===== src/rtl/pme_root_status_pkg.sv =====
// Package: shared widths, bit positions and write encodings of the
// root PME status block. Assumes an 8/5/3 bus/device/function split.
package pme_root_status_pkg;
    localparam int BUS_W      = 8;
    localparam int DEV_W      = 5;
    localparam int FN_W       = 3;
    localparam int RID_W      = BUS_W + DEV_W + FN_W;
    localparam int STS_W      = 32;
    localparam int CTL_W      = 16;
    localparam int BE_W       = STS_W / 8;
    localparam int STS_PME    = 16;
    localparam int STS_PEND   = 17;
    localparam int CTL_PMEEN  = 3;
    localparam logic [BE_W-1:0] BE_STS = 4'b1111;
    localparam logic [BE_W-1:0] BE_CTL = 4'b0011;
    localparam logic SEL_CTL = 1'b0;
    localparam logic SEL_STS = 1'b1;

    typedef logic [RID_W-1:0] rid_t;
endpackage


===== src/rtl/pme_rid_fmt.sv =====
// Module: packs bus, device and function numbers into a requester ID.
// Assumes the three fields together fill the ID width exactly.
module pme_rid_fmt
    import pme_root_status_pkg::*;
#(
    parameter int B_W = BUS_W,
    parameter int D_W = DEV_W,
    parameter int F_W = FN_W,
    localparam int R_W = B_W + D_W + F_W
) (
    input  logic [B_W-1:0] bus,
    input  logic [D_W-1:0] dev,
    input  logic [F_W-1:0] fn,
    output logic [R_W-1:0] rid
);
    // Shift each field to its place and merge.
    always_comb begin
        rid = (R_W'(bus) << (D_W + F_W)) | (R_W'(dev) << F_W) | R_W'(fn);
    end
endmodule


===== src/rtl/pme_ctl_reg.sv =====
// Module: root control word. Loads only on a whole-word write with
// the low two byte enables set. Exposes the PME interrupt enable bit.
module pme_ctl_reg
    import pme_root_status_pkg::*;
(
    input  logic             clk,
    input  logic             rst_n,
    input  logic             wr_en,
    input  logic             wr_sel,
    input  logic [BE_W-1:0]  wr_be,
    input  logic [STS_W-1:0] wr_data,
    output logic [CTL_W-1:0] ctl_q,
    output logic             pme_en
);
    logic ctl_wr;

    // Decode a well-formed control write.
    always_comb begin
        ctl_wr = wr_en && (wr_sel == SEL_CTL) && (wr_be == BE_CTL);
    end

    // Hold the control word.
    always_ff @(posedge clk) begin
        if (!rst_n)      ctl_q <= '0;
        else if (ctl_wr) ctl_q <= wr_data[CTL_W-1:0];
    end

    assign pme_en = ctl_q[CTL_PMEEN];

    // a control write with any other byte-enable pattern leaves the word unchanged
    a_r11_ctl_partial_ignored: assert property (@(posedge clk) disable iff (!rst_n)
        (wr_en && wr_sel == SEL_CTL && wr_be != BE_CTL) |=> $stable(ctl_q));
endmodule


===== src/rtl/pme_pend_buf.sv =====
// Module: one-entry holding slot for a requester ID. Pop and push in
// the same cycle leave it full with the pushed ID. Assumes pop only
// when full.
module pme_pend_buf
    import pme_root_status_pkg::*;
(
    input  logic clk,
    input  logic rst_n,
    input  logic push,
    input  rid_t push_id,
    input  logic pop,
    output logic full,
    output rid_t held_id
);
    // Track occupancy.
    always_ff @(posedge clk) begin
        if (!rst_n)   full <= 1'b0;
        else if (push) full <= 1'b1;
        else if (pop)  full <= 1'b0;
    end

    // Capture the newest ID; no reset needed on the data path.
    always_ff @(posedge clk) begin
        if (push) held_id <= push_id;
    end

    // a promotion only ever takes an entry that exists
    a_r5_pop_needs_entry: assert property (@(posedge clk) disable iff (!rst_n)
        pop |-> full);
endmodule


===== src/rtl/pme_core.sv =====
// Module: PME status flag, ID field, held-back hot-plug flag and the
// two interrupt pulses. Applies per cycle: write, external report,
// then hot-plug. Enable and D3 are the values before the edge.
module pme_core
    import pme_root_status_pkg::*;
(
    input  logic             clk,
    input  logic             rst_n,
    input  logic             wr_en,
    input  logic             wr_sel,
    input  logic [BE_W-1:0]  wr_be,
    input  logic [STS_W-1:0] wr_data,
    input  logic             ext_valid,
    input  rid_t             ext_id,
    input  rid_t             own_id,
    input  logic             hp_event,
    input  logic             d3_state,
    input  logic             pme_en,
    input  logic             buf_full,
    input  rid_t             buf_id,
    output logic             buf_push,
    output rid_t             buf_push_id,
    output logic             buf_pop,
    output logic             sts_q,
    output rid_t             rid_q,
    output logic             pme_irq,
    output logic             hp_irq
);
    logic sts_ack;
    logic wake;
    logic defer_q;
    logic sts_n;
    logic defer_n;
    logic fire;
    logic hp_n;
    rid_t rid_n;

    // Decode an acknowledge: whole-dword status write with the flag bit set.
    always_comb begin
        sts_ack = wr_en && (wr_sel == SEL_STS) && (wr_be == BE_STS) && wr_data[STS_PME];
        wake    = d3_state && pme_en;
    end

    // Next-state in the fixed order write, external report, hot-plug.
    always_comb begin
        sts_n       = sts_q;
        rid_n       = rid_q;
        defer_n     = defer_q;
        fire        = 1'b0;
        hp_n        = 1'b0;
        buf_push    = 1'b0;
        buf_push_id = buf_id;
        buf_pop     = 1'b0;
        if (sts_ack) begin
            if (buf_full) begin
                rid_n   = buf_id;
                buf_pop = 1'b1;
                fire    = 1'b1;
            end else begin
                sts_n = 1'b0;
                if (defer_q) begin
                    hp_n    = 1'b1;
                    defer_n = 1'b0;
                end
            end
        end
        if (ext_valid) begin
            if (sts_n) begin
                buf_push    = 1'b1;
                buf_push_id = ext_id;
            end else begin
                rid_n = ext_id;
                sts_n = 1'b1;
                fire  = 1'b1;
            end
        end
        if (hp_event) begin
            if (wake) begin
                defer_n = 1'b1;
                if (sts_n) begin
                    buf_push    = 1'b1;
                    buf_push_id = own_id;
                end else begin
                    rid_n = own_id;
                    sts_n = 1'b1;
                    fire  = 1'b1;
                end
            end else begin
                hp_n = 1'b1;
            end
        end
    end

    // Register status, ID field, hold flag and interrupt pulses.
    always_ff @(posedge clk) begin
        if (!rst_n) begin
            sts_q   <= 1'b0;
            rid_q   <= '0;
            defer_q <= 1'b0;
            pme_irq <= 1'b0;
            hp_irq  <= 1'b0;
        end else begin
            sts_q   <= sts_n;
            rid_q   <= rid_n;
            defer_q <= defer_n;
            pme_irq <= fire && pme_en;
            hp_irq  <= hp_n;
        end
    end

    // a parked report implies the status flag is set
    a_r4_pending_has_status: assert property (@(posedge clk) disable iff (!rst_n)
        buf_full |-> sts_q);
    // an interrupt pulse only with status set and the enable set before
    a_r7_pme_gated: assert property (@(posedge clk) disable iff (!rst_n)
        pme_irq |-> (sts_q && $past(pme_en)));
    // a hot-plug hold only starts from a hot-plug event in the wake state
    a_r9_hold_cause: assert property (@(posedge clk) disable iff (!rst_n)
        $rose(defer_q) |-> $past(hp_event && wake));
    // every hot-plug pulse has a direct or a released cause
    a_r8_hp_cause: assert property (@(posedge clk) disable iff (!rst_n)
        hp_irq |-> ($past(hp_event && !wake) || $past(defer_q && sts_ack && !buf_full)));
endmodule


===== src/rtl/pme_root_status.sv =====
// Module: top of the root PME status block. Formats the incoming and
// the port's own requester IDs, holds control, the holding slot and
// the status core, and assembles the status word.
module pme_root_status
    import pme_root_status_pkg::*;
#(
    parameter logic [BUS_W-1:0] PORT_BUS = 8'd0,
    parameter logic [DEV_W-1:0] PORT_DEV = 5'd28,
    parameter logic [FN_W-1:0]  PORT_FN  = 3'd0
) (
    input  logic             clk,
    input  logic             rst_n,
    input  logic             pme_valid,
    input  logic [BUS_W-1:0] pme_bus,
    input  logic [DEV_W-1:0] pme_dev,
    input  logic [FN_W-1:0]  pme_fn,
    input  logic             hp_event,
    input  logic             d3_state,
    input  logic             wr_en,
    input  logic             wr_sel,
    input  logic [BE_W-1:0]  wr_be,
    input  logic [STS_W-1:0] wr_data,
    output logic [STS_W-1:0] root_sts,
    output logic [CTL_W-1:0] root_ctl,
    output logic             pme_irq,
    output logic             hp_irq
);
    rid_t ext_id;
    rid_t own_id;
    rid_t buf_id;
    rid_t push_id;
    rid_t rid_q;
    logic pme_en;
    logic buf_full;
    logic push;
    logic pop;
    logic sts_q;

    pme_rid_fmt u_ext_fmt (.bus(pme_bus), .dev(pme_dev), .fn(pme_fn), .rid(ext_id));
    pme_rid_fmt u_own_fmt (.bus(PORT_BUS), .dev(PORT_DEV), .fn(PORT_FN), .rid(own_id));

    pme_ctl_reg u_ctl (
        .clk(clk), .rst_n(rst_n), .wr_en(wr_en), .wr_sel(wr_sel),
        .wr_be(wr_be), .wr_data(wr_data), .ctl_q(root_ctl), .pme_en(pme_en)
    );

    pme_pend_buf u_buf (
        .clk(clk), .rst_n(rst_n), .push(push), .push_id(push_id),
        .pop(pop), .full(buf_full), .held_id(buf_id)
    );

    pme_core u_core (
        .clk(clk), .rst_n(rst_n), .wr_en(wr_en), .wr_sel(wr_sel),
        .wr_be(wr_be), .wr_data(wr_data), .ext_valid(pme_valid),
        .ext_id(ext_id), .own_id(own_id), .hp_event(hp_event),
        .d3_state(d3_state), .pme_en(pme_en), .buf_full(buf_full),
        .buf_id(buf_id), .buf_push(push), .buf_push_id(push_id),
        .buf_pop(pop), .sts_q(sts_q), .rid_q(rid_q),
        .pme_irq(pme_irq), .hp_irq(hp_irq)
    );

    // Assemble the status word; unused bits read zero.
    always_comb begin
        root_sts           = '0;
        root_sts[RID_W-1:0] = rid_q;
        root_sts[STS_PME]  = sts_q;
        root_sts[STS_PEND] = buf_full;
    end

    // an acknowledge with nothing parked leaves the flag clear afterwards
    a_r6_ack_clears: assert property (@(posedge clk) disable iff (!rst_n)
        (wr_en && wr_sel == SEL_STS && wr_be == BE_STS && wr_data[STS_PME]
         && !buf_full && !pme_valid && !hp_event) |=> !root_sts[STS_PME]);
endmodule


===== config.mk =====
export PLATFORM = sky130hd
export DESIGN_NAME = pme_root_status
export DESIGN_NICKNAME = d
export VERILOG_FILES = /design/src/rtl/pme_root_status_pkg.sv /design/src/rtl/pme_rid_fmt.sv /design/src/rtl/pme_ctl_reg.sv /design/src/rtl/pme_pend_buf.sv /design/src/rtl/pme_core.sv /design/src/rtl/pme_root_status.sv
export SDC_FILE = /design/constraint.sdc
export NUM_CORES = 1
export LEC_CHECK = 0
export BUFFER_PORTS_ARGS = -buffer_cell sky130_fd_sc_hd__buf_2
export CAP_MARGIN = 20
export CORE_ASPECT_RATIO = 1.5
export CORE_MARGIN = 2
export CORE_UTILIZATION = 35
export CTS_CLUSTER_DIAMETER = 80
export DETAILED_ROUTE_END_ITERATION = 10
export PLACE_DENSITY = 0.6
export SKIP_LAST_GASP = 1
export SLEW_MARGIN = 20
export SYNTH_ARGS = -nofsm -noshare
export SYNTH_HDL_FRONTEND = slang
export SYNTH_SLANG_ARGS = --single-unit
export TNS_END_PERCENT = 10

===== constraint.sdc =====
create_clock -name clk -period 2.6 [get_ports clk]
set_input_delay 0.26 -clock clk [delete_from_list [all_inputs] [get_ports clk]]
set_output_delay 0.26 -clock clk [all_outputs]
set_load 0.05 [all_outputs]

# After elaboration in Yosys (flattened, before gate mapping)

Cells that the tools add are included.

Register bits after elaboration: 53
Bits in latches: 0
Bits in writable memories: 0
ROM bits: 0
Input port bits: 59
Output and inout port bits: 50
Word-level logic and storage cells: 61
Memories kept: 0

Add/sub/neg operators: 0
Multiply operators: 0
Div/mod/pow operators: 0
Order comparisons: 0
Equality and inequality tests: 2
Shifts and indexed selects: 0
Multiplexer cells: 40
Bitwise operators: 3
Reduce and logical (&&, ||, !) cells: 8

Operators by type and width:

| cell                                                            | number |
|---|---|
| 16-bit two-way mux                                              | 12 |
| 1-bit two-way mux                                               | 28 |
| 16-bit by 3-bit OR with 16-bit output                           | 1 |
| 16-bit by 8-bit OR with 16-bit output                           | 1 |
| 1-bit logical AND                                               | 7 |
| 4-bit by 2-bit == test with 1-bit output, second input constant | 1 |
| 4-bit == test, second input constant                            | 1 |
| 2-bit nonzero test                                              | 1 |
| 1-bit inverter                                                  | 1 |

# Depth between registers and ports, before layout

Word-level depth: 10
Gate-level depth with buffers: 6
Depth with buffers taken out: 4

# Hierarchy

Synthesis repeated with hierarchy kept, for this count alone.

Cell total of the unflattened synthesis: 328
Area total of the unflattened synthesis: 3084.2 um2

By module, submodules not included:

| module          | instances | cells an instance | area each (um2) | sequential area each (um2) |
|---|---|---|---|---|
| pme_core        | 1         | 187               | 1529.0          | 400.4 |
| pme_ctl_reg     | 1         | 72                | 665.6           | 320.3 |
| pme_pend_buf    | 1         | 19                | 521.8           | 500.5 |
| pme_rid_fmt     | 2         | 16                | 120.1           | 0.0 |
| pme_root_status | 1         | 18                | 127.6           | 0.0 |

# Worst setup path after synthesis

No wires, ideal clock.

Path kind: input -> register
From: in wr_data[16]
To: reg u_buf.held_id[0], enable pin
Library setup time: 0.367 ns
Arrival time: 1.598 ns
Data required time: 2.233 ns
Path slack: 0.635 ns
Stages on the path: 5
Path buffers: 1
Cells stage by stage: nand4_2 > o31a_1 > buf_2 > o21ai_0 > nand2_1

Cells in the longest elaborated chain, start to end: 7
Elaborated cells on any way between the ends: 8
Those cells by class: 7 x mux; 1 x reduce/logical

Ends and longest elaborated chain:

| element                | line                  | source |
|---|---|---|
| start: declaration     | pme_root_status.sv:22 | `input logic [STS_W-1:0] wr_data,` |
| 1-bit logical AND *    | pme_core.sv:40        | `sts_ack = wr_en && (wr_sel == SEL_STS) && (wr_be == BE_STS) && wr_data[STS_PME];` |
| 1-bit two-way mux *    | pme_core.sv:54        | `if (sts_ack) begin` |
| 1-bit two-way mux      | pme_core.sv:68        | `if (sts_n) begin` |
| 1-bit two-way mux      | pme_core.sv:67        | `if (ext_valid) begin` |
| 1-bit two-way mux      | pme_core.sv:80        | `if (sts_n) begin` |
| 1-bit two-way mux      | pme_core.sv:78        | `if (wake) begin` |
| 1-bit two-way mux *    | pme_core.sv:77        | `if (hp_event) begin` |
| via push               | pme_root_status.sv:35 | `logic push;` |
| end signal: assignment | pme_pend_buf.sv:24    | `if (push) held_id <= push_id;` |
| end: declaration       | pme_pend_buf.sv:13    | `output rid_t held_id` |

Mark *: on every way through the listed nets, which the timed path passes. The rest lies on a longest branch.
A chain may end at the register's enable or synchronous reset.

# Final worst setup path

From: reg u_buf.full
To: reg u_core.rid_q[7]

Cells in the longest elaborated chain, start to end: 7
Elaborated cells on any way between the ends: 10
Those cells by class: 10 x mux

Ends and longest elaborated chain:

| element                                                 | line               | source |
|---|---|---|
| start: declaration                                      | pme_pend_buf.sv:12 | `output logic full,` |
| start signal: assignment                                | pme_pend_buf.sv:17 | `if (!rst_n) full <= 1'b0;` |
| start signal: assignment                                | pme_pend_buf.sv:18 | `else if (push) full <= 1'b1;` |
| start signal: assignment                                | pme_pend_buf.sv:19 | `else if (pop) full <= 1'b0;` |
| 16-bit two-way mux or 1-bit two-way mux (tied branches) | pme_core.sv:55     | `if (buf_full) begin` |
| 16-bit two-way mux or 1-bit two-way mux (tied branches) | pme_core.sv:54     |  |
| 16-bit two-way mux                                      | pme_core.sv:68     |  |
| 16-bit two-way mux                                      | pme_core.sv:67     |  |
| 16-bit two-way mux                                      | pme_core.sv:80     |  |
| 16-bit two-way mux                                      | pme_core.sv:78     |  |
| 16-bit two-way mux *                                    | pme_core.sv:77     |  |
| end signal: assignment                                  | pme_core.sv:104    | `rid_q <= rid_n;` |
| end: declaration                                        | pme_core.sv:25     | `output rid_t rid_q,` |

Every way passes the cells marked *; elsewhere a longest branch is shown, timed or not.

==> summary.txt <==
Finish
  • Fin area: 2950 µm²
  • Final cell count without fillers: 398
  • Diodes inserted: 0
  • Area growth, synth to finish: 21.1%
  • Final net count: 378
  • Layout cells sized above 1: 32.8%

Setup path
  • CP required: 2.80 ns
  • CP delay by family, top: simple AND/OR/NAND/NOR gates
  • CP cell instances: inv_1 > or3_1 > mux2_2 > o221a_2
  • Crit path buffers/inverters: 1
  • Critical Setup Path Class: reg -> reg
  • R2r worst-path depth: 4
  • Critical Path Max Stage Delay: 0.74 ns
  • WP data arrival: 2.22 ns
  • Worst path depth: 4
  • Crit path max fanout: 15
  • Crit-path slowest cell: or3_1
  • CP Capture Type: flip-flop
  • Startpoint types: flip-flop

Pwr
  • P_int: 1.27 mW
  • Seq pwr share: 50.7%
  • Pwr Density: 607 nW/µm²
  • Clk pwr share: 32.0%
  • Sw frac: 29.2%
  • Net Switching: 0.523 mW
  • LEAKAGE: 1.39 nW
  • Tot Pwr: 1.79 mW
  • Comb pwr share: 17.3%
  • Peak supply drop: 0.000381 V

Min path
  • Hold/Removal Path Class: in -> reg
  • Hold Path Cell Cnt: 3

Global routing
  • Vias in the first global route: 1939
  • First-pass GRT wire length: 9380 µm
  • Initial antenna violation count: 0
  • Largest net degree at the start of global routing: 23
  • Gr usage total: 15.2%
  • Total grt overflow: 0

Synth
  • Avg Cell Area, Syn: 9.89 µm²
  • Syn. warnings: 0
  • Gate Count Post-Synth: 246
  • Count of cell types in the netlist: 34
  • Post-synthesis sequential area ratio: 50.2%
  • Synth Cell Area: 2430 µm²
  • Flops & latches, synth: 53

Placed design
  • GPL Wtd Cong: 0.678
  • Pre-CTS setup slack: 0.495 ns
  • Hpwl dp: 3950 µm
  • Post-Place Cells: 390
  • Port-buffer cells: 79
  • Placed instance area: 2840 µm²

STA
  • Final hold vios: 0
  • Skew final: 0.00722 ns
  • Tightest Pin Transition: 0.871 ns
  • Final WS setup: 0.584 ns
  • Final setup fails: 0
  • Min Clock Period, post-route: 2.02 ns
  • Max Slew Vio Count: 0
  • Fmax: 496 MHz
  • Total Neg Setup Slack: 0 ns
  • RSZ-0062 raised after global routing: false
  • Rel. slew slack: 42.0%
  • Final worst-path cycle share: 77.5%

Routing
  • Vias after detailed routing: 1953
  • DRT Pass-1 Iters: 4
  • Routed WL: 5650 µm
  • First DRT Iteration DRCs: 127
  • Final ANT Viol Nets: 0
  • Routed len/inst: 14.2 µm
  • DRC viols: 0
  • Drt via density: 4.91

Clock network
  • Post-CTS resize count: 0
  • Post-CTS setup buffers: 0
  • CTS sink cnt: 53
  • Worst skew pair latency: 0.31 ns
  • Htree depth: 2
  • TritonCTS Buffers: 5
  • Post-CTS Hold Buffers: 0
  • Maximum clock insertion buffer count: 2
  • CTS clk-pin slew, worst paths: 0.10 ns
  • Clk root buf: clkbuf_8
  • CTS tree: done

Floorplanning
  • Num ports: 109
  • Die H: 106 µm
  • Core area: 6810 µm²
  • Die Span X: 72.1 µm
  • Initial Util: 35.8%
  • Row cnt: 37
  • Die ar.: 7650 µm²

Run
  • Max Cap Viol: 0

Outcome
  • Status: completed
==> power by group through the flow <==
stage | Sequential, mW | Clock [mW] | Combinational, mW
after global placement | 0.926 | 0 | 0.308
final | 0.907 | 0.572 | 0.309
after floorplan | 1.00 | 0 | 0.165
after global routing | 0.913 | 0.616 | 0.333
after CTS | 0.908 | 0.591 | 0.311
after detailed placement | 0.927 | 0 | 0.310
==> stage by stage <==
stage	hold WS (ns)	utilization, %
floorplan	0.394	-
global placement	0.440	41.7
detailed placement	0.445	41.7
CTS	0.173	43.3
global route	0.187	43.3
finish	0.184	43.3
==> logic make-up (layout without fill, tap and decap cells) <==
group / Yosys count / after routing / share of synthesized area (%)
AOI/OAI and AO/OA: 44 / 44 / 12.3
buffers and inverters: 35 / 96 / 8.74
DFF: 53 / 53 / 50.2
muxes: 29 / 29 / 12.1
other: 1 / 14 / 0.154
and+or+nand+nor: 84 / 84 / 16.6
==> state kept, by name, indices dropped and copies added (netlist names) <==
| name | flops |
|---|---|
| u_ctl.ctl_q | 16 |
| u_core.rid_q | 16 |
| u_core.pme_irq | 1 |
| u_core.defer_q | 1 |
| u_buf.full | 1 |
| u_buf.held_id | 16 |
| u_core.hp_irq | 1 |
| u_core.sts_q | 1 |
==> area by class of cell <==
class                      count  area, µm²
sequential                    53       1220
clock inverter                 2       38.8
fill                         678       3860
multi-input combinational    171       1060
clock buffer                   6       72.6
timing repair buffer          86        448
tap                           78       97.6
inverter                       2       7.51
==> metal layers <==
metal / up-vias / track usage [%] / part of all wire, %
li1: 986 / - / -
met1: 881 / 20.2 / 46
met2: 81 / 24.8 / 47
met3: 5 / 3.32 / 6.8
met4: 0 / 4.04 / 0.88
met5: - / 0 / 0
==> cell usage in the layout (no fill, tap or decap), types with 2 or more instances in the layout <==
cell	n
o21ai_0	2
inv_1	2
edfxtp_1	16
conb_1	14
buf_4	7
o221a_2	3
mux2_2	3
nor3b_1	13
dfxtp_1	37
a21oi_1	18
nand3_1	7
buf_2	79
nor2_1	16
clkbuf_8	5
mux2i_1	26
a211oi_1	13
nand2_1	40
==> Yosys cell counts <==
cell      count  share of area (%)
a211oi_1     13                4.0
a21oi_1      18                3.7
a221oi_1      1               0.36
a22oi_1       1               0.31
a31oi_1       1               0.26
and3_1        1               0.26
buf_2         5                1.0
buf_4        18                5.6
buf_6         1               0.46
clkbuf_1      9                1.4
conb_1        1               0.15
dfxtp_1      37                 30
edfxtp_1     16                 20
inv_1         2               0.31
mux2_2        3                1.4
mux2i_1      26                 11
nand2_1      40                6.2
nand3_1       7                1.4
nand3_2       1               0.41
nand4_2       1               0.51
nor2_1       16                2.5
nor3_1        1               0.21
nor3b_1      13                4.0
nor4_1        1               0.26
o21a_1        1               0.31
o21ai_0       2               0.41
o221a_2       3                1.4
o311ai_0      1               0.36
o31a_1        1               0.36
o31ai_1       1               0.31
o31ai_2       1               0.51
or2_2         1               0.26
or3_1         1               0.26
or4_1         1               0.31
==> worst paths after layout <==
check,from,end,slack (ns)
worst min-delay path,wr_data[0],u_ctl.ctl_q[0],0.18
worst max register to register,u_buf.full,u_core.rid_q[7],0.58
worst max-delay path,u_buf.full,u_core.rid_q[7],0.58
worst min register to register,u_ctl.ctl_q[0],u_ctl.ctl_q[0],0.46
==> worst min-delay path, stage by stage <==
cell and delay (ns):
buf_2 0.10, nand2_1 0.05, a21oi_1 0.05
Note: power is estimated with default switching activity, not from simulation.
